===== config.mk =====
export PLATFORM = sky130hd
export DESIGN_NAME = ctlport_byte_wr
export DESIGN_NICKNAME = d
export VERILOG_FILES = /design/src/rtl/cpw_pkg.sv /design/src/rtl/cpw_timer.sv /design/src/rtl/cpw_shifter.sv /design/src/rtl/cpw_seq.sv /design/src/rtl/ctlport_byte_wr.sv
export SDC_FILE = /design/constraint.sdc
export NUM_CORES = 1
export LEC_CHECK = 0
export CORE_ASPECT_RATIO = 1.1
export CORE_MARGIN = 2
export CORE_UTILIZATION = 25
export CTS_CLUSTER_DIAMETER = 120
export DETAILED_ROUTE_END_ITERATION = 8
export DONT_BUFFER_PORTS = 1
export PLACE_DENSITY_LB_ADDON = 0.15
export SLEW_MARGIN = 20
export SYNTH_ARGS = -nofsm -noshare
export SYNTH_HDL_FRONTEND = slang
export SYNTH_SLANG_ARGS = --single-unit

===== constraint.sdc =====
create_clock -name clk -period 1.45 [get_ports clk]
set_clock_uncertainty 0.2 [all_clocks]
set_input_delay 0.29 -clock clk [delete_from_list [all_inputs] [get_ports clk]]
set_output_delay 0.29 -clock clk [all_outputs]
set_load 0.02 [all_outputs]

===== src/rtl/cpw_pkg.sv =====
package cpw_pkg;

  typedef enum logic [2:0] {
    ST_IDLE,
    ST_START,
    ST_LOW,
    ST_HIGH,
    ST_STOP_LOW,
    ST_STOP_HIGH
  } cpw_state_e;

  // Minimum interval in ns to whole ticks, rounded up.
  function automatic int unsigned ns_to_ticks(input longint unsigned ns,
                                              input longint unsigned hz);
    longint unsigned t;
    t = (ns * hz + 64'd999_999_999) / 64'd1_000_000_000;
    return t[31:0];
  endfunction

  function automatic int unsigned umax(input int unsigned a, input int unsigned b);
    return (a > b) ? a : b;
  endfunction

endpackage


===== src/rtl/cpw_timer.sv =====
module cpw_timer #(
  parameter int unsigned CW    = 8,
  parameter int unsigned MAX_T = 130
) (
  input  logic          clk,
  input  logic          rst_n,
  input  logic          clr,
  output logic [CW-1:0] cnt
);

  logic [CW-1:0] cnt_q, cnt_d;

  always_comb begin
    cnt_d = clr ? '0 : cnt_q + CW'(1);
  end

  always_ff @(posedge clk or negedge rst_n) begin
    if (!rst_n) cnt_q <= '0;
    else        cnt_q <= cnt_d;
  end

  assign cnt = cnt_q;


  cnt_range_chk: assert property (@(posedge clk) disable iff (!rst_n)
    cnt_q < CW'(MAX_T));

endmodule


===== src/rtl/cpw_shifter.sv =====
module cpw_shifter #(
  parameter int unsigned DATA_W = 8
) (
  input  logic              clk,
  input  logic              rst_n,
  input  logic              load,
  input  logic              shift,
  input  logic [DATA_W-1:0] din,
  output logic              msb
);

  logic [DATA_W-1:0] sr_q, sr_d;

  always_comb begin
    sr_d = sr_q;
    if (load)       sr_d = din;
    else if (shift) sr_d = {sr_q[DATA_W-2:0], 1'b0};
  end

  always_ff @(posedge clk or negedge rst_n) begin
    if (!rst_n) sr_q <= '0;
    else        sr_q <= sr_d;
  end

  assign msb = sr_q[DATA_W-1];


  load_capture_chk: assert property (@(posedge clk) disable iff (!rst_n)
    load |=> (msb == $past(din[DATA_W-1])));


  shift_order_chk: assert property (@(posedge clk) disable iff (!rst_n)
    (shift && !load) |=> (msb == $past(sr_q[DATA_W-2])));

endmodule


===== src/rtl/cpw_seq.sv =====
module cpw_seq
  import cpw_pkg::*;
#(
  parameter int unsigned DATA_W = 8,
  parameter int unsigned CW     = 8,
  parameter int unsigned STA_T  = 60,
  parameter int unsigned LOW_T  = 130,
  parameter int unsigned HIGH_T = 60,
  parameter int unsigned DCH    = 30,
  parameter int unsigned STO_T  = 60
) (
  input  logic          clk,
  input  logic          rst_n,
  input  logic          start,
  input  logic          msb,
  input  logic [CW-1:0] cnt,
  output logic          clr,
  output logic          load,
  output logic          shift,
  output logic          scl,
  output logic          sda,
  output logic          busy,
  output logic          done
);

  localparam int unsigned BW = (DATA_W > 1) ? $clog2(DATA_W) : 1;
  localparam logic [CW-1:0] STA_END  = CW'(STA_T - 1);
  localparam logic [CW-1:0] LOW_END  = CW'(LOW_T - 1);
  localparam logic [CW-1:0] HIGH_END = CW'(HIGH_T - 1);
  localparam logic [CW-1:0] DCH_AT   = CW'(DCH - 1);
  localparam logic [CW-1:0] STO_END  = CW'(STO_T - 1);
  localparam logic [BW-1:0] LAST_BIT = BW'(DATA_W - 1);

  cpw_state_e    state_q, state_d;
  logic [BW-1:0] bit_q, bit_d;
  logic          scl_q, scl_d, sda_q, sda_d, done_q, done_d;

  always_comb begin
    state_d = state_q;
    bit_d   = bit_q;
    scl_d   = scl_q;
    sda_d   = sda_q;
    done_d  = 1'b0;
    load    = 1'b0;
    shift   = 1'b0;
    unique case (state_q)
      ST_IDLE: begin
        if (start) begin
          state_d = ST_START;
          sda_d   = 1'b0;
          bit_d   = '0;
          load    = 1'b1;
        end
      end
      ST_START: begin
        if (cnt == STA_END) begin
          state_d = ST_LOW;
          scl_d   = 1'b0;
        end
      end
      ST_LOW: begin
        if (cnt == DCH_AT) sda_d = msb;
        if (cnt == LOW_END) begin
          state_d = ST_HIGH;
          scl_d   = 1'b1;
        end
      end
      ST_HIGH: begin
        if (cnt == HIGH_END) begin
          scl_d = 1'b0;
          if (bit_q == LAST_BIT) begin
            state_d = ST_STOP_LOW;
          end else begin
            state_d = ST_LOW;
            bit_d   = bit_q + BW'(1);
            shift   = 1'b1;
          end
        end
      end
      ST_STOP_LOW: begin
        if (cnt == DCH_AT) sda_d = 1'b0;
        if (cnt == LOW_END) begin
          state_d = ST_STOP_HIGH;
          scl_d   = 1'b1;
        end
      end
      ST_STOP_HIGH: begin
        if (cnt == STO_END) begin
          state_d = ST_IDLE;
          sda_d   = 1'b1;
          done_d  = 1'b1;
        end
      end
      default: state_d = ST_IDLE;
    endcase
  end

  assign clr = (state_d != state_q) || (state_q == ST_IDLE);

  always_ff @(posedge clk or negedge rst_n) begin
    if (!rst_n) begin
      state_q <= ST_IDLE;
      bit_q   <= '0;
      scl_q   <= 1'b1;
      sda_q   <= 1'b1;
      done_q  <= 1'b0;
    end else begin
      state_q <= state_d;
      bit_q   <= bit_d;
      scl_q   <= scl_d;
      sda_q   <= sda_d;
      done_q  <= done_d;
    end
  end

  assign scl  = scl_q;
  assign sda  = sda_q;
  assign done = done_q;
  assign busy = (state_q != ST_IDLE);


  start_level_chk: assert property (@(posedge clk) disable iff (!rst_n)
    (state_q == ST_START) |-> (scl_q && !sda_q));


  sda_high_change_chk: assert property (@(posedge clk) disable iff (!rst_n)
    (scl_q && $past(scl_q) && (sda_q != $past(sda_q))) |->
      (state_q == ST_START || state_q == ST_IDLE));


  done_single_chk: assert property (@(posedge clk) disable iff (!rst_n)
    done_q |=> !done_q);


  done_idle_chk: assert property (@(posedge clk) disable iff (!rst_n)
    done_q |-> (!busy && sda_q && scl_q));


  no_restart_chk: assert property (@(posedge clk) disable iff (!rst_n)
    (state_q != ST_IDLE && state_q != ST_START) |=> (state_q != ST_START));

endmodule


===== src/rtl/ctlport_byte_wr.sv =====
module ctlport_byte_wr
  import cpw_pkg::*;
#(
  parameter int unsigned CLK_HZ  = 100_000_000,
  parameter int unsigned DATA_W  = 8,
  parameter int unsigned LOW_NS  = 1300,
  parameter int unsigned HIGH_NS = 600,
  parameter int unsigned SU_NS   = 100,
  parameter int unsigned HD_NS   = 900,
  parameter int unsigned STA_NS  = 600,
  parameter int unsigned STO_NS  = 600
) (
  input  logic              clk,
  input  logic              rst_n,
  input  logic              tx_start,
  input  logic [DATA_W-1:0] tx_data,
  output logic              scl_o,
  output logic              sda_o,
  output logic              busy,
  output logic              done
);

  localparam int unsigned HIGH_T = ns_to_ticks(HIGH_NS, CLK_HZ);
  localparam int unsigned SU_T   = ns_to_ticks(SU_NS, CLK_HZ);
  localparam int unsigned HD_T   = ns_to_ticks(HD_NS, CLK_HZ);
  localparam int unsigned STA_T  = ns_to_ticks(STA_NS, CLK_HZ);
  localparam int unsigned STO_T  = ns_to_ticks(STO_NS, CLK_HZ);
  localparam int unsigned DCH    = (HD_T > HIGH_T + 1) ? (HD_T - HIGH_T) : 1;
  localparam int unsigned LOW_T  = umax(ns_to_ticks(LOW_NS, CLK_HZ), DCH + SU_T);
  localparam int unsigned MAX_T  = umax(umax(LOW_T, HIGH_T), umax(STA_T, STO_T));
  localparam int unsigned CW     = $clog2(MAX_T + 1);

  logic          rst_meta_q, rst_sync_q;
  logic          clr, load, shift, msb;
  logic [CW-1:0] cnt;

  always_ff @(posedge clk or negedge rst_n) begin
    if (!rst_n) begin
      rst_meta_q <= 1'b0;
      rst_sync_q <= 1'b0;
    end else begin
      rst_meta_q <= 1'b1;
      rst_sync_q <= rst_meta_q;
    end
  end

  cpw_timer #(.CW(CW), .MAX_T(MAX_T)) u_timer (
    .clk   (clk),
    .rst_n (rst_sync_q),
    .clr   (clr),
    .cnt   (cnt)
  );

  cpw_shifter #(.DATA_W(DATA_W)) u_shift (
    .clk   (clk),
    .rst_n (rst_sync_q),
    .load  (load),
    .shift (shift),
    .din   (tx_data),
    .msb   (msb)
  );

  cpw_seq #(
    .DATA_W (DATA_W),
    .CW     (CW),
    .STA_T  (STA_T),
    .LOW_T  (LOW_T),
    .HIGH_T (HIGH_T),
    .DCH    (DCH),
    .STO_T  (STO_T)
  ) u_seq (
    .clk   (clk),
    .rst_n (rst_sync_q),
    .start (tx_start),
    .msb   (msb),
    .cnt   (cnt),
    .clr   (clr),
    .load  (load),
    .shift (shift),
    .scl   (scl_o),
    .sda   (sda_o),
    .busy  (busy),
    .done  (done)
  );

endmodule


# After elaboration in Yosys (flattened, before gate mapping)

Cells that the tools add are included.

$add $sub $neg: 2
Eq/ne operators: 18
Muxes and demuxes: 30
Reduce and logical (&&, ||, !) cells: 12

Operator list:

| operator              | number |
|---|---|
| $mux W3               | 10 |
| $mux W8               | 3 |
| $pmux W3 S6           | 1 |
| $mux W1               | 13 |
| $ne A2 B1 Y1 const B  | 6 |
| $eq A3 B3 Y1 const B  | 3 |
| $add A8 B1 Y8 const B | 1 |
| $eq A8 B5 Y1 const B  | 1 |
| $eq A8 B6 Y1 const B  | 1 |
| $eq A8 B8 Y1 const B  | 1 |
| $eq A3 B2 Y1 const B  | 2 |
| $pmux W3 S2           | 1 |
| $reduce_bool A2 Y1    | 3 |
| $reduce_and A5 Y1     | 1 |
| $ne A2 B2 Y1 const B  | 2 |
| $pmux W1 S4           | 1 |
| $reduce_and A4 Y1     | 1 |
| $reduce_bool A4 Y1    | 1 |
| $reduce_or A2 Y1      | 2 |
| $add A3 B1 Y3 const B | 1 |
| $eq A3 B1 Y1 const B  | 1 |
| $logic_not A3 Y1      | 1 |
| $ne A3 B3 Y1          | 1 |
| $reduce_and A3 Y1     | 1 |
| 3 further kinds       | 3 |

Register bits: 27
Logic and storage cells: 71

# Longest topological paths before layout

Gate-level depths: netlist of the first run.

Word-level depth: 7
Gate-level depth with buffers: 7
Depth with buffers taken out: 6

# Hierarchy

Synthesis of the first run repeated with hierarchy kept, for this count alone.

Cells, all modules: 136
Area, all modules: 1472.7 um^2

By module, submodules not included:

| module          | seq. area each (um^2) | area an instance (um^2) | cells each | times used |
|---|---|---|---|---|
| cpw_seq         | 227.7                 | 696.9                   | 65         | 1 |
| cpw_shifter     | 200.2                 | 369.1                   | 34         | 1 |
| cpw_timer       | 200.2                 | 352.8                   | 34         | 1 |
| ctlport_byte_wr | 50.0                  | 53.8                    | 3          | 1 |

# Worst setup path after synthesis of the first run

OpenSTA, ideal clock, no wires.

Path type: reg2reg
From: register u_seq.bit_q[0]
To: register u_shift.sr_q[1]
Arrival time: 1479 ps
Library setup time: 135 ps
Period minus slack after synthesis: 1813 ps
Stages on the path, launching flop included: 8
Setup slack: -363 ps
Path buffers: 1
Path through: dfrtp_1 ha_1 ha_1 nor3b_1 nand4_1 buf_2 nand3_1 o211ai_1

Longest elaborated chain between the ends: 5

Ends and longest elaborated chain:

| item                                | RTL line          | source |
|---|---|---|
| start, declared                     | cpw_seq.sv:35     | `logic [BW-1:0] bit_q, bit_d;` |
| start signal, assigned              | cpw_seq.sv:109    | `bit_q <= bit_d;` |
| $eq A3 B3 Y1                        | cpw_seq.sv:71     | `if (bit_q == LAST_BIT) begin` |
| $mux W1                             | cpw_seq.sv:71     |  |
| $mux W1                             | cpw_seq.sv:69     | `if (cnt == HIGH_END) begin` |
| $mux W1                             | cpw_seq.sv:46     | `unique case (state_q)` |
| $reduce_bool A2 Y1 (no source line) | n/a               |  |
| end signal, assigned                | cpw_shifter.sv:22 | `else sr_q <= sr_d;` |
| end, declared                       | cpw_shifter.sv:12 | `logic [DATA_W-1:0] sr_q, sr_d;` |

Every way passes these cells.
A chain may end at the register's enable or synchronous reset.

# Worst setup path in the final report of the first run

From: register u_seq.bit_q[0]
To: register u_shift.sr_q[5]

Same word-level chain as after synthesis.

==> impl_metrics.prom, run 1 <==
# TYPE chip_impl_metric gauge
chip_impl_info{name="run_status",value="complete, but fails checks"} 1
chip_impl_info{name="failed_checks",value="setup timing"} 1
chip_impl_info{name="cp_slowest_cell",value="sky130_fd_sc_hd__dfrtp_1"} 1
chip_impl_metric{name="clock_sinks",unit=""} 27
chip_impl_info{name="rsz0062_at_grt",value="true"} 1
chip_impl_metric{name="floorplan.die_area",unit="sq um"} 5950
chip_impl_metric{name="globalRouteTotalUtil",unit=""} 0.115
chip_impl_info{name="synth_top_flop_cell",value="sky130_fd_sc_hd__dfrtp_1"} 1
chip_impl_metric{name="timing.final.ws_setup",unit="ns"} -0.323
chip_impl_metric{name="mappedNetlistNets",unit=""} 154
chip_impl_metric{name="grt_pass1_vias",unit=""} 1159
chip_impl_metric{name="first_pass_grt_wire_length",unit="um"} 5350
chip_impl_metric{name="worst_hold_slack",unit="ns"} 0.0179
chip_impl_metric{name="synth_fa_ha_area_frac",unit=""} 0.0374
chip_impl_metric{name="clk_transition_reported_paths",unit="ns"} 0.09
chip_impl_metric{name="timing.critical_path.slowest_cell_delay",unit="ns"} 0.40
chip_impl_info{name="timing.critical_path.cells",value="ha_2, ha_4, nor3b_4, nand4_1, buf_6, nand2_2, a31oi_1"} 1
chip_impl_info{name="library_cell_used_as_clock_root_buffer",value="sky130_fd_sc_hd__clkbuf_8"} 1
chip_impl_metric{name="ys_seq_elements",unit=""} 27
chip_impl_metric{name="cts-root-to-sink-buffers",unit=""} 2
chip_impl_metric{name="antenna_violating_nets_post_route",unit=""} 0
chip_impl_metric{name="seqCellArea",unit="sq um"} 681
chip_impl_metric{name="die-height",unit="um"} 80.7
chip_impl_metric{name="synth_area",unit="sq um"} 1340
chip_impl_metric{name="achievable-frequency",unit="GHz"} 0.564
chip_impl_metric{name="globalRoute.totalOverflow",unit=""} 0
chip_impl_metric{name="synth-seq-area-share",unit=""} 0.507
chip_impl_metric{name="first_pass_iters",unit=""} 4
chip_impl_info{name="timing.critical_path.from_type",value="flip-flop"} 1
chip_impl_metric{name="drt_drc_violations_left",unit=""} 0
chip_impl_metric{name="rows",unit=""} 27
chip_impl_metric{name="cp.required",unit="ns"} 1.40
chip_impl_metric{name="antenna_found_initial",unit=""} 0
chip_impl_metric{name="multi_input_gate_area",unit="sq um"} 776
chip_impl_info{name="synth_top_family_by_area",value="simple AND/OR/NAND/NOR gates"} 1
chip_impl_metric{name="vias_per_cell",unit=""} 4.92
chip_impl_metric{name="syn_inst",unit=""} 139
chip_impl_info{name="setup.worst_path.class",value="reg -> reg"} 1
chip_impl_metric{name="area_growth_syn_to_layout",unit="%"} 45.3
chip_impl_metric{name="syn-mean-instance-area",unit="sq um"} 9.62
chip_impl_metric{name="pin_count_of_the_biggest_net_entering_global_routing",unit=""} 26
chip_impl_metric{name="tritoncts.num_buffers",unit=""} 3
chip_impl_metric{name="pwr_density_cell",unit="nW/um^2"} 629
chip_impl_metric{name="finalNonFillerCells",unit=""} 235
chip_impl_metric{name="synth.yosys.warnings",unit=""} 0
chip_impl_metric{name="count_of_cell_types_in_the_netlist",unit=""} 36
chip_impl_metric{name="period_share",unit=""} 1.22
chip_impl_metric{name="final_max_slew_viol_count",unit=""} 0
chip_impl_metric{name="cap_viol_max_count",unit=""} 0
chip_impl_metric{name="p_total",unit="mW"} 1.22
chip_impl_metric{name="number_of_violations_reported_at_the_end_of_detailed_routing_iteration_0",unit=""} 88
chip_impl_metric{name="critPathArrivalTime",unit="ns"} 1.72
chip_impl_metric{name="floorplan.die.width",unit="um"} 73.7
chip_impl_info{name="layout_common_cells",value="sky130_fd_sc_hd__buf_4, sky130_fd_sc_hd__dfrtp_1, sky130_fd_sc_hd__nand2_1, sky130_fd_sc_hd__nor2_1, sky130_fd_sc_hd__dlygate4sd3_1"} 1
chip_impl_metric{name="critPathMaxFanout",unit=""} 7
chip_impl_metric{name="setup_viol",unit=""} 26
chip_impl_metric{name="routed_wl",unit="um"} 3110
chip_impl_metric{name="yosys.area_share.simple",unit=""} 0.236
chip_impl_metric{name="routedWlPerCell",unit="um"} 13.3
chip_impl_info{name="setup.worst_path.end_class",value="flip-flop"} 1
chip_impl_metric{name="fp.coreArea",unit="sq um"} 5070
chip_impl_metric{name="cts_htree_levels",unit=""} 1
chip_impl_metric{name="layout-drive-gt1-share",unit=""} 0.446
chip_impl_metric{name="synth-compound-area-share",unit=""} 0.130
chip_impl_metric{name="fillCellCount",unit=""} 504
chip_impl_metric{name="number_of_enable_type_register_cells_in_the_synthesized_netlist",unit=""} 0
chip_impl_metric{name="finish.net_count",unit=""} 193
chip_impl_metric{name="ff2ff_setup_slack",unit="ns"} -0.32
chip_impl_metric{name="shortest_period_the_worst_path_allows",unit="ns"} 1.77
chip_impl_info{name="critPathTopFamily",value="simple AND/OR/NAND/NOR gates"} 1
chip_impl_metric{name="initial_cell_density_of_the_core",unit=""} 0.264
chip_impl_metric{name="post-place-cells",unit=""} 221
chip_impl_metric{name="routed-via-count",unit=""} 1157
chip_impl_info{name="hold_path_class",value="in -> reg"} 1
chip_impl_metric{name="half_perimeter_wire_length_after_detailed_placement",unit="um"} 2170
chip_impl_metric{name="placement.io_buffers",unit=""} 0
chip_impl_metric{name="power.leakage",unit="nW"} 0.835
chip_impl_info{name="final_common_cell",value="sky130_fd_sc_hd__buf_4"} 1
chip_impl_metric{name="diode_insertion_count_for_antenna_repair",unit=""} 0
chip_impl_metric{name="post-place-ws",unit="ns"} -0.417
chip_impl_metric{name="post_synth_arst_share",unit=""} 1.00
chip_impl_metric{name="post_synth_mux_area_share",unit=""} 0
chip_impl_metric{name="timing_hold_violations_final",unit=""} 0
chip_impl_info{name="clock_tree_from_tritoncts",value="yes"} 1
chip_impl_metric{name="worst_ir_drop_vdd",unit="V"} 0.000342
chip_impl_metric{name="clock_insertion_delay_worst_skew",unit="ns"} 0.27
chip_impl_metric{name="design.portCount",unit=""} 15
chip_impl_metric{name="critical_path.n_buffers_inverters",unit=""} 1
chip_impl_metric{name="synthXorXnorAreaFrac",unit=""} 0.0393
chip_impl_metric{name="routability_congestion",unit=""} 0.819
==> report_power, final <==
part / switching (mW) / internal [mW]
Clock: 0.234 / 0.197
Combinational: 0.0181 / 0.0170
Sequential: 0.000680 / 0.755
==> metal layers <==
metal / part of all wire / routed length [um] / GRT usage
met1: 0.48 / 1500 / 0.157
met2: 0.48 / 1510 / 0.188
met3: 0.028 / 87 / 0.0226
met4: 0.0055 / 17 / 0.0273
met5: 0 / 0 / 0
==> sequential cells by signal, indices dropped and copies added, names as in the netlist <==
signal         count
u_shift.sr_q       8
u_timer.cnt        8
u_seq.bit_q        3
u_seq.state_q      3
rst_meta_q         1
rst_sync_q         1
u_seq.done         1
u_seq.scl          1
u_seq.sda          1
==> layout make-up <==
| class | instances | area share |
|---|---|---|
| Timing Repair Buffer | 41 | 0.176 |
| Tap cell | 58 | 0.0373 |
| Clock buffer | 4 | 0.0232 |
| Sequential cell | 27 | 0.350 |
| Multi-Input combinational cell | 98 | 0.399 |
| Inverter | 7 | 0.0135 |
==> metrics by stage <==
step | util | TNS, ns | instance area (sq um)
2_1_floorplan | - | -3.95 | 1420
3_3_place_gp | 0.330 | -6.18 | 1670
3_5_place_dp | 0.330 | -6.81 | 1670
4_1_cts | 0.363 | -6.74 | 1840
5_1_grt | 0.383 | -9.00 | 1940
6_report | 0.383 | -6.58 | 1940
==> synthesized netlist by cell type, types with 3 or more instances <==
cell type	instances	area, sq um
sky130_fd_sc_hd__o21ai_0	3	15.0
sky130_fd_sc_hd__and3_1	3	18.8
sky130_fd_sc_hd__ha_1	4	50.1
sky130_fd_sc_hd__buf_2	3	15.0
sky130_fd_sc_hd__inv_1	6	22.5
sky130_fd_sc_hd__dfrtp_1	25	626
sky130_fd_sc_hd__xor2_1	3	26.3
sky130_fd_sc_hd__a31oi_1	6	37.5
sky130_fd_sc_hd__nor2_1	17	63.8
sky130_fd_sc_hd__nand2_1	19	71.3
sky130_fd_sc_hd__xnor2_1	3	26.3
sky130_fd_sc_hd__nand3_1	12	60.1
==> cell families after synthesis <==
family,Yosys count
AO/OA/AOI/OAI,25
XOR/XNOR,6
adder cells (fa/ha/maj),4
buffers and inverters,14
flip-flops,27
other,1
AND/OR/NAND/NOR,62
==> path summary, 6_finish.rpt <==
kind	start	endpoint	cells past startpoint
setup / recovery	u_seq.bit_q[0]$_DFFE_PN0P_	u_shift.sr_q[5]$_DFFE_PN0P_	7
hold / removal	tx_data[6]	u_shift.sr_q[6]$_DFFE_PN0P_	2
setup reg to reg	u_seq.bit_q[0]$_DFFE_PN0P_	u_shift.sr_q[5]$_DFFE_PN0P_	7
hold reg to reg	rst_sync_q$_DFF_PN0_	u_timer.cnt[0]$_DFF_PN0_	1
max in group asynchronous	rst_sync_q$_DFF_PN0_	u_seq.scl$_DFFE_PN1P_	1
min in group asynchronous	rst_sync_q$_DFF_PN0_	u_timer.cnt[0]$_DFF_PN0_	1
==> what timing repair did <==
action,4_1_cts,5_1_grt
pin swaps,15,11
endpoints found under the hold margin,8,1
gates resized for setup,12,25
hold buffers,7,1
cloned,0,0
setup endpoints to repair,26,26
buffers inserted,2,0
(Power assumes the default switching activity.)
==> run 2: changes to the inputs <==
==> constraint.sdc (replaced) <==
create_clock -name clk -period 1.45 [get_ports clk]
set_clock_uncertainty 0.2 [all_clocks]
set_input_delay 0.29 -clock clk [delete_from_list [all_inputs] [get_ports clk]]
set_output_delay 0.29 -clock clk [all_outputs]
set_load 0.05 [all_outputs]
==> impl_metrics.prom, run 2 (synthesis gave the netlist of run 1 again) <==
# TYPE chip_impl_metric gauge
chip_impl_metric{name="number_of_violations_reported_at_the_end_of_detailed_routing_iteration_0",unit=""} 37
chip_impl_info{name="setup.worst_path.end_class",value="flip-flop"} 1
chip_impl_metric{name="critPathMaxFanout",unit=""} 8
chip_impl_metric{name="first_pass_iters",unit=""} 5
chip_impl_info{name="timing.critical_path.from_type",value="flip-flop"} 1
chip_impl_metric{name="diode_insertion_count_for_antenna_repair",unit=""} 0
chip_impl_metric{name="fp.coreArea",unit="sq um"} 5070
chip_impl_metric{name="floorplan.die_area",unit="sq um"} 5950
chip_impl_metric{name="die-height",unit="um"} 80.7
chip_impl_info{name="rsz0062_at_grt",value="true"} 1
chip_impl_metric{name="drt_drc_violations_left",unit=""} 0
chip_impl_metric{name="tritoncts.num_buffers",unit=""} 3
chip_impl_metric{name="period_share",unit=""} 1.21
chip_impl_metric{name="clock_insertion_delay_worst_skew",unit="ns"} 0.27
chip_impl_metric{name="clock_sinks",unit=""} 27
chip_impl_metric{name="ff2ff_setup_slack",unit="ns"} -0.30
chip_impl_metric{name="cap_viol_max_count",unit=""} 0
chip_impl_metric{name="design.portCount",unit=""} 15
chip_impl_info{name="layout_common_cells",value="sky130_fd_sc_hd__buf_4, sky130_fd_sc_hd__dfrtp_1, sky130_fd_sc_hd__nand2_1, sky130_fd_sc_hd__dlygate4sd3_1, sky130_fd_sc_hd__nor2_1"} 1
chip_impl_metric{name="routed_wl",unit="um"} 3160
chip_impl_metric{name="finalCoreUtilization",unit=""} 0.395
chip_impl_metric{name="routed-via-count",unit=""} 1142
chip_impl_metric{name="timing_hold_violations_final",unit=""} 0
chip_impl_metric{name="routability_congestion",unit=""} 0.828
chip_impl_metric{name="grt_pass1_vias",unit=""} 1087
chip_impl_metric{name="cts-root-to-sink-buffers",unit=""} 2
chip_impl_metric{name="first_pass_grt_wire_length",unit="um"} 5180
chip_impl_metric{name="shortest_period_the_worst_path_allows",unit="ns"} 1.75
chip_impl_metric{name="critPathArrivalTime",unit="ns"} 1.70
chip_impl_metric{name="vias_per_cell",unit=""} 4.80
chip_impl_metric{name="worst_ir_drop_vdd",unit="V"} 0.000256
chip_impl_metric{name="layout-drive-gt1-share",unit=""} 0.433
chip_impl_metric{name="antenna_violating_nets_post_route",unit=""} 0
chip_impl_info{name="run_status",value="complete, but fails checks"} 1
chip_impl_info{name="library_cell_used_as_clock_root_buffer",value="sky130_fd_sc_hd__clkbuf_8"} 1
chip_impl_metric{name="setup_viol",unit=""} 28
chip_impl_info{name="final_common_cell",value="sky130_fd_sc_hd__buf_4"} 1
chip_impl_metric{name="timing.final.ws_setup",unit="ns"} -0.303
chip_impl_metric{name="rows",unit=""} 27
chip_impl_metric{name="placement.io_buffers",unit=""} 0
chip_impl_metric{name="globalRouteTotalUtil",unit=""} 0.113
chip_impl_metric{name="half_perimeter_wire_length_after_detailed_placement",unit="um"} 2220
chip_impl_metric{name="finish.net_count",unit=""} 196
chip_impl_metric{name="final_max_slew_viol_count",unit=""} 0
chip_impl_metric{name="pin_count_of_the_biggest_net_entering_global_routing",unit=""} 26
chip_impl_metric{name="routedWlPerCell",unit="um"} 13.3
chip_impl_metric{name="pwr_density_cell",unit="nW/um^2"} 615
chip_impl_metric{name="initial_cell_density_of_the_core",unit=""} 0.264
chip_impl_metric{name="post-place-ws",unit="ns"} -0.425
chip_impl_metric{name="power.leakage",unit="nW"} 0.838
chip_impl_metric{name="achievable-frequency",unit="GHz"} 0.570
chip_impl_metric{name="cts_htree_levels",unit=""} 1
chip_impl_metric{name="globalRoute.totalOverflow",unit=""} 0
chip_impl_metric{name="floorplan.die.width",unit="um"} 73.7
chip_impl_info{name="failed_checks",value="setup timing"} 1
chip_impl_metric{name="cp.required",unit="ns"} 1.40
chip_impl_metric{name="clk_transition_reported_paths",unit="ns"} 0.10
chip_impl_info{name="hold_path_class",value="in -> async"} 1
chip_impl_metric{name="area_growth_syn_to_layout",unit="%"} 49.5
chip_impl_info{name="clock_tree_from_tritoncts",value="yes"} 1
chip_impl_info{name="setup.worst_path.class",value="reg -> reg"} 1
chip_impl_metric{name="antenna_found_initial",unit=""} 0
## run 2: cell types whose count changed in the layout (fill, tap and decap cells not counted), sizes merged
cell | previous run | this run
buf | 33 | 35
dlygate4sd3 | 8 | 9
## run 2: final timing paths
| path | to | startpoint | cells after the start |
|---|---|---|---|
| setup / recovery | u_shift.sr_q[1]$_DFFE_PN0P_ | u_seq.bit_q[0]$_DFFE_PN0P_ | 7 |
| hold / removal | rst_meta_q$_DFF_PN0_ | rst_n | 1 |
| setup reg to reg | u_shift.sr_q[1]$_DFFE_PN0P_ | u_seq.bit_q[0]$_DFFE_PN0P_ | 7 |
| hold reg to reg | u_timer.cnt[0]$_DFF_PN0_ | rst_sync_q$_DFF_PN0_ | 1 |
| max in group asynchronous | u_seq.sda$_DFFE_PN1P_ | rst_sync_q$_DFF_PN0_ | 1 |
| min in group clk | u_shift.sr_q[7]$_DFFE_PN0P_ | tx_data[7] | 2 |
## run 2: area by class of cell
cell class,count,area [sq um]
Timing Repair Buffer,44,372
Sequential cell,27,681
Clock buffer,4,45.0
Fill cell,502,3070
Multi-Input combinational cell,98,803
Inverter,7,26.3
Tap cell,58,72.6
## run 2: report_power, final
group / internal (mW) / switching [mW] / leakage, nW / total, mW
combinational: 0.0188 / 0.0195 / 0.519 / 0.0382
sequential: 0.755 / 0.000673 / 0.296 / 0.756
clock: 0.197 / 0.238 / 0.0228 / 0.435
## run 2: through the flow
step                cells  instance area [sq um]  TNS [ns]  power (mW)  hold slack [ns]
finish                238                   2000     -6.24        1.23           0.0292
global route          238                   2000     -8.70        1.29           0.0188
CTS                   237                   1930     -6.25        1.25           0.0204
detailed placement    221                   1680     -6.78       0.791           -0.206
global placement      221                   1680     -6.20       0.790           -0.206
floorplan             139                   1420     -3.97       0.783           -0.206
## run 2: repair_timing
action	4_1_cts	5_1_grt
setup buffers	3	1
hold buffers	9	0
pin swaps	20	10
endpoints found under the setup margin	28	28
resized for setup	27	12
endpoints found under the hold margin	10	0
## run 2: critical path, stage by stage, from the launching register on
cell                       delay (ns)
sky130_fd_sc_hd__dfrtp_1         0.39
sky130_fd_sc_hd__ha_2            0.20
sky130_fd_sc_hd__ha_4            0.16
sky130_fd_sc_hd__nor3b_2         0.17
sky130_fd_sc_hd__nand4_1         0.18
sky130_fd_sc_hd__buf_6           0.20
sky130_fd_sc_hd__nand3_2         0.05
sky130_fd_sc_hd__o211ai_1        0.08
## run 2: layer usage
metal / vias up / global-route usage / share of wire
met5: - / 0 / 0
met4: 0 / 0.0218 / 0.0041
met3: 2 / 0.0263 / 0.041
met2: 23 / 0.178 / 0.46
met1: 550 / 0.157 / 0.49
li1: 567 / - / -
==> run 3: changes to the inputs <==
==> constraint.sdc (replaced) <==
create_clock -name clk -period 1.6 [get_ports clk]
set_clock_uncertainty 0.2 [all_clocks]
set_input_delay 0.32 -clock clk [delete_from_list [all_inputs] [get_ports clk]]
set_output_delay 0.32 -clock clk [all_outputs]
set_load 0.005 [all_outputs]
==> impl_metrics.prom, run 3 (synthesis gave the netlist of run 1 again) <==
# TYPE chip_impl_metric gauge
chip_impl_metric{name="clock_sinks",unit=""} 27
chip_impl_info{name="cp_slowest_cell",value="sky130_fd_sc_hd__dfrtp_1"} 1
chip_impl_metric{name="pwr_density_cell",unit="nW/um^2"} 597
chip_impl_metric{name="die-height",unit="um"} 80.7
chip_impl_metric{name="initial_cell_density_of_the_core",unit=""} 0.264
chip_impl_metric{name="area_growth_syn_to_layout",unit="%"} 38.9
chip_impl_metric{name="fillCellCount",unit=""} 517
chip_impl_info{name="library_cell_used_as_clock_root_buffer",value="sky130_fd_sc_hd__clkbuf_8"} 1
chip_impl_metric{name="fp.coreArea",unit="sq um"} 5070
chip_impl_info{name="min_from",value="tx_data[1]"} 1
chip_impl_info{name="timing.rr.start",value="u_seq.bit_q[0]$_DFFE_PN0P_"} 1
chip_impl_metric{name="tritoncts.num_buffers",unit=""} 3
chip_impl_metric{name="cts-root-to-sink-buffers",unit=""} 2
chip_impl_metric{name="worst_reg_to_reg_cells",unit=""} 6
chip_impl_metric{name="rows",unit=""} 27
chip_impl_metric{name="clk_transition_reported_paths",unit="ns"} 0.10
chip_impl_info{name="run_status",value="complete, but fails checks"} 1
chip_impl_metric{name="design.portCount",unit=""} 15
chip_impl_metric{name="clock_insertion_delay_worst_skew",unit="ns"} 0.27
chip_impl_metric{name="tns",unit="ns"} -1.83
chip_impl_metric{name="final_max_slew_viol_count",unit=""} 0
chip_impl_metric{name="power.leakage",unit="nW"} 0.823
chip_impl_info{name="layout_common_cells",value="sky130_fd_sc_hd__buf_4, sky130_fd_sc_hd__dfrtp_1, sky130_fd_sc_hd__nand2_1, sky130_fd_sc_hd__nor2_1, sky130_fd_sc_hd__nand3_1"} 1
chip_impl_info{name="timing.critical_path.cells",value="ha_2, ha_4, nor3b_4, and4_4, nand2_1, a31oi_1"} 1
chip_impl_info{name="rsz0062_at_grt",value="true"} 1
chip_impl_metric{name="ff2ff_setup_slack",unit="ns"} -0.14
chip_impl_info{name="failed_checks",value="setup timing"} 1
chip_impl_metric{name="critPathArrivalTime",unit="ns"} 1.74
chip_impl_metric{name="cp.required",unit="ns"} 1.60
chip_impl_metric{name="critPathMaxFanout",unit=""} 8
chip_impl_metric{name="antenna_violating_nets_post_route",unit=""} 0
chip_impl_metric{name="detailed_place.area",unit="sq um"} 1640
chip_impl_info{name="hold-path-endpoint",value="u_shift.sr_q[1]$_DFFE_PN0P_"} 1
chip_impl_metric{name="cap_viol_max_count",unit=""} 0
chip_impl_metric{name="number_of_violations_reported_at_the_end_of_detailed_routing_iteration_0",unit=""} 53
chip_impl_metric{name="drt_drc_violations_left",unit=""} 0
chip_impl_info{name="setup.worst_path.end_class",value="flip-flop"} 1
chip_impl_metric{name="vias_per_cell",unit=""} 4.95
chip_impl_metric{name="floorplan.die.width",unit="um"} 73.7
chip_impl_metric{name="floorplan.die_area",unit="sq um"} 5950
chip_impl_metric{name="half_perimeter_wire_length_after_detailed_placement",unit="um"} 2200
chip_impl_metric{name="grt_pass1_vias",unit=""} 1144
chip_impl_metric{name="layout-drive-gt1-share",unit=""} 0.395
chip_impl_metric{name="layout.cell_area.non_filler",unit="sq um"} 1860
chip_impl_metric{name="timing.final.ws_setup",unit="ns"} -0.144
chip_impl_info{name="clock_tree_from_tritoncts",value="yes"} 1
chip_impl_metric{name="finalNonFillerCells",unit=""} 230
chip_impl_metric{name="globalRoute.totalOverflow",unit=""} 0
chip_impl_metric{name="shortest_period_the_worst_path_allows",unit="ns"} 1.74
chip_impl_metric{name="post-place-ws",unit="ns"} -0.269
chip_impl_metric{name="routed_wl",unit="um"} 3120
chip_impl_metric{name="first_pass_grt_wire_length",unit="um"} 5170
chip_impl_info{name="setup.worst_path.class",value="reg -> reg"} 1
chip_impl_metric{name="diode_insertion_count_for_antenna_repair",unit=""} 0
chip_impl_metric{name="cts_htree_levels",unit=""} 1
chip_impl_metric{name="globalRouteTotalUtil",unit=""} 0.109
chip_impl_metric{name="antenna_found_initial",unit=""} 0
chip_impl_metric{name="period_share",unit=""} 1.09
chip_impl_metric{name="routability_congestion",unit=""} 0.856
chip_impl_metric{name="worst_ir_drop_vdd",unit="V"} 0.000267
chip_impl_metric{name="post-place-cells",unit=""} 219
chip_impl_metric{name="routedWlPerCell",unit="um"} 13.6
chip_impl_metric{name="first_pass_iters",unit=""} 4
chip_impl_metric{name="pin_count_of_the_biggest_net_entering_global_routing",unit=""} 26
chip_impl_info{name="final_common_cell",value="sky130_fd_sc_hd__buf_4"} 1
chip_impl_metric{name="seqCellArea",unit="sq um"} 682
chip_impl_info{name="hold_path_class",value="in -> reg"} 1
chip_impl_metric{name="achievable-frequency",unit="GHz"} 0.573
chip_impl_metric{name="setup_viol",unit=""} 23
chip_impl_metric{name="hold_depth",unit=""} 2
chip_impl_metric{name="timing_hold_violations_final",unit=""} 0
chip_impl_metric{name="multi_input_gate_area",unit="sq um"} 738
chip_impl_info{name="critical_path.reg2reg.endpoint",value="u_shift.sr_q[4]$_DFFE_PN0P_"} 1
chip_impl_metric{name="routed-via-count",unit=""} 1139
chip_impl_metric{name="finish.net_count",unit=""} 188
chip_impl_metric{name="timing.critical_path.slowest_cell_delay",unit="ns"} 0.40
chip_impl_metric{name="placement.io_buffers",unit=""} 0
chip_impl_info{name="timing.critical_path.from_type",value="flip-flop"} 1
run 3: how the worst max path moves through the flow:
stage                          startpoint                           to  slack, ns  cells after the start
2_1_floorplan  u_seq.bit_q[0]$_DFFE_PN0P_  u_shift.sr_q[1]$_DFFE_PN0P_      -0.11                      7
3_3_place_gp   u_seq.bit_q[1]$_DFFE_PN0P_  u_shift.sr_q[3]$_DFFE_PN0P_      -0.20                      6
3_5_place_dp   u_seq.bit_q[1]$_DFFE_PN0P_  u_shift.sr_q[3]$_DFFE_PN0P_      -0.27                      6
4_1_cts        u_seq.bit_q[0]$_DFFE_PN0P_  u_shift.sr_q[4]$_DFFE_PN0P_      -0.14                      6
5_1_grt        u_seq.bit_q[0]$_DFFE_PN0P_  u_shift.sr_q[4]$_DFFE_PN0P_      -0.23                      6
6_report       u_seq.bit_q[0]$_DFFE_PN0P_  u_shift.sr_q[4]$_DFFE_PN0P_      -0.14                      6
run 3: stage by stage:
stage	total power, mW	hold WS, ns	utilization
after global placement	0.716	-0.176	0.323
after global routing	1.16	0.00921	0.367
after CTS	1.13	0.00380	0.357
after detailed placement	0.716	-0.176	0.323
final	1.11	0.0138	0.367
after floorplan	0.709	-0.176	-
run 3: layer usage:
metal | vias to the layer above | global-route usage | share of wire
li1 | 548 | - | -
met1 | 569 | 0.146 | 0.48
met2 | 20 | 0.176 | 0.48
met3 | 2 | 0.0238 | 0.032
met4 | 0 | 0.0291 | 0.0032
met5 | - | 0 | 0
run 3: layout make-up:
class	count	share of cell area
inverter	7	0.0141
clock inverter	1	0.00269
tap	58	0.0391
multi-input combinational	98	0.397
sequential	27	0.367
clock buffer	3	0.0222
timing repair buffer	36	0.158
run 3: worst max-delay path, delay by kind of cell (launching register included):
family	cells	cell delay [ns]
AND/OR/NAND/NOR	3	0.55
flip-flops	1	0.40
adder cells (fa/ha/maj)	2	0.36
AO/OA/AOI/OAI	1	0.16
run 3: what timing repair did:
action	CTS	global route
pin swaps	18	5
setup endpoints to repair	23	26
setup buffers	3	1
hold buffers	3	0
gates resized for setup	18	11
hold endpoints to repair	4	0
run 3: where the power goes:
part / leakage (nW) / switching (mW) / internal (mW) / total (mW)
registers: 0.294 / 0.000625 / 0.685 / 0.685
clock network: 0.0255 / 0.226 / 0.175 / 0.401
logic: 0.503 / 0.0157 / 0.00737 / 0.0231
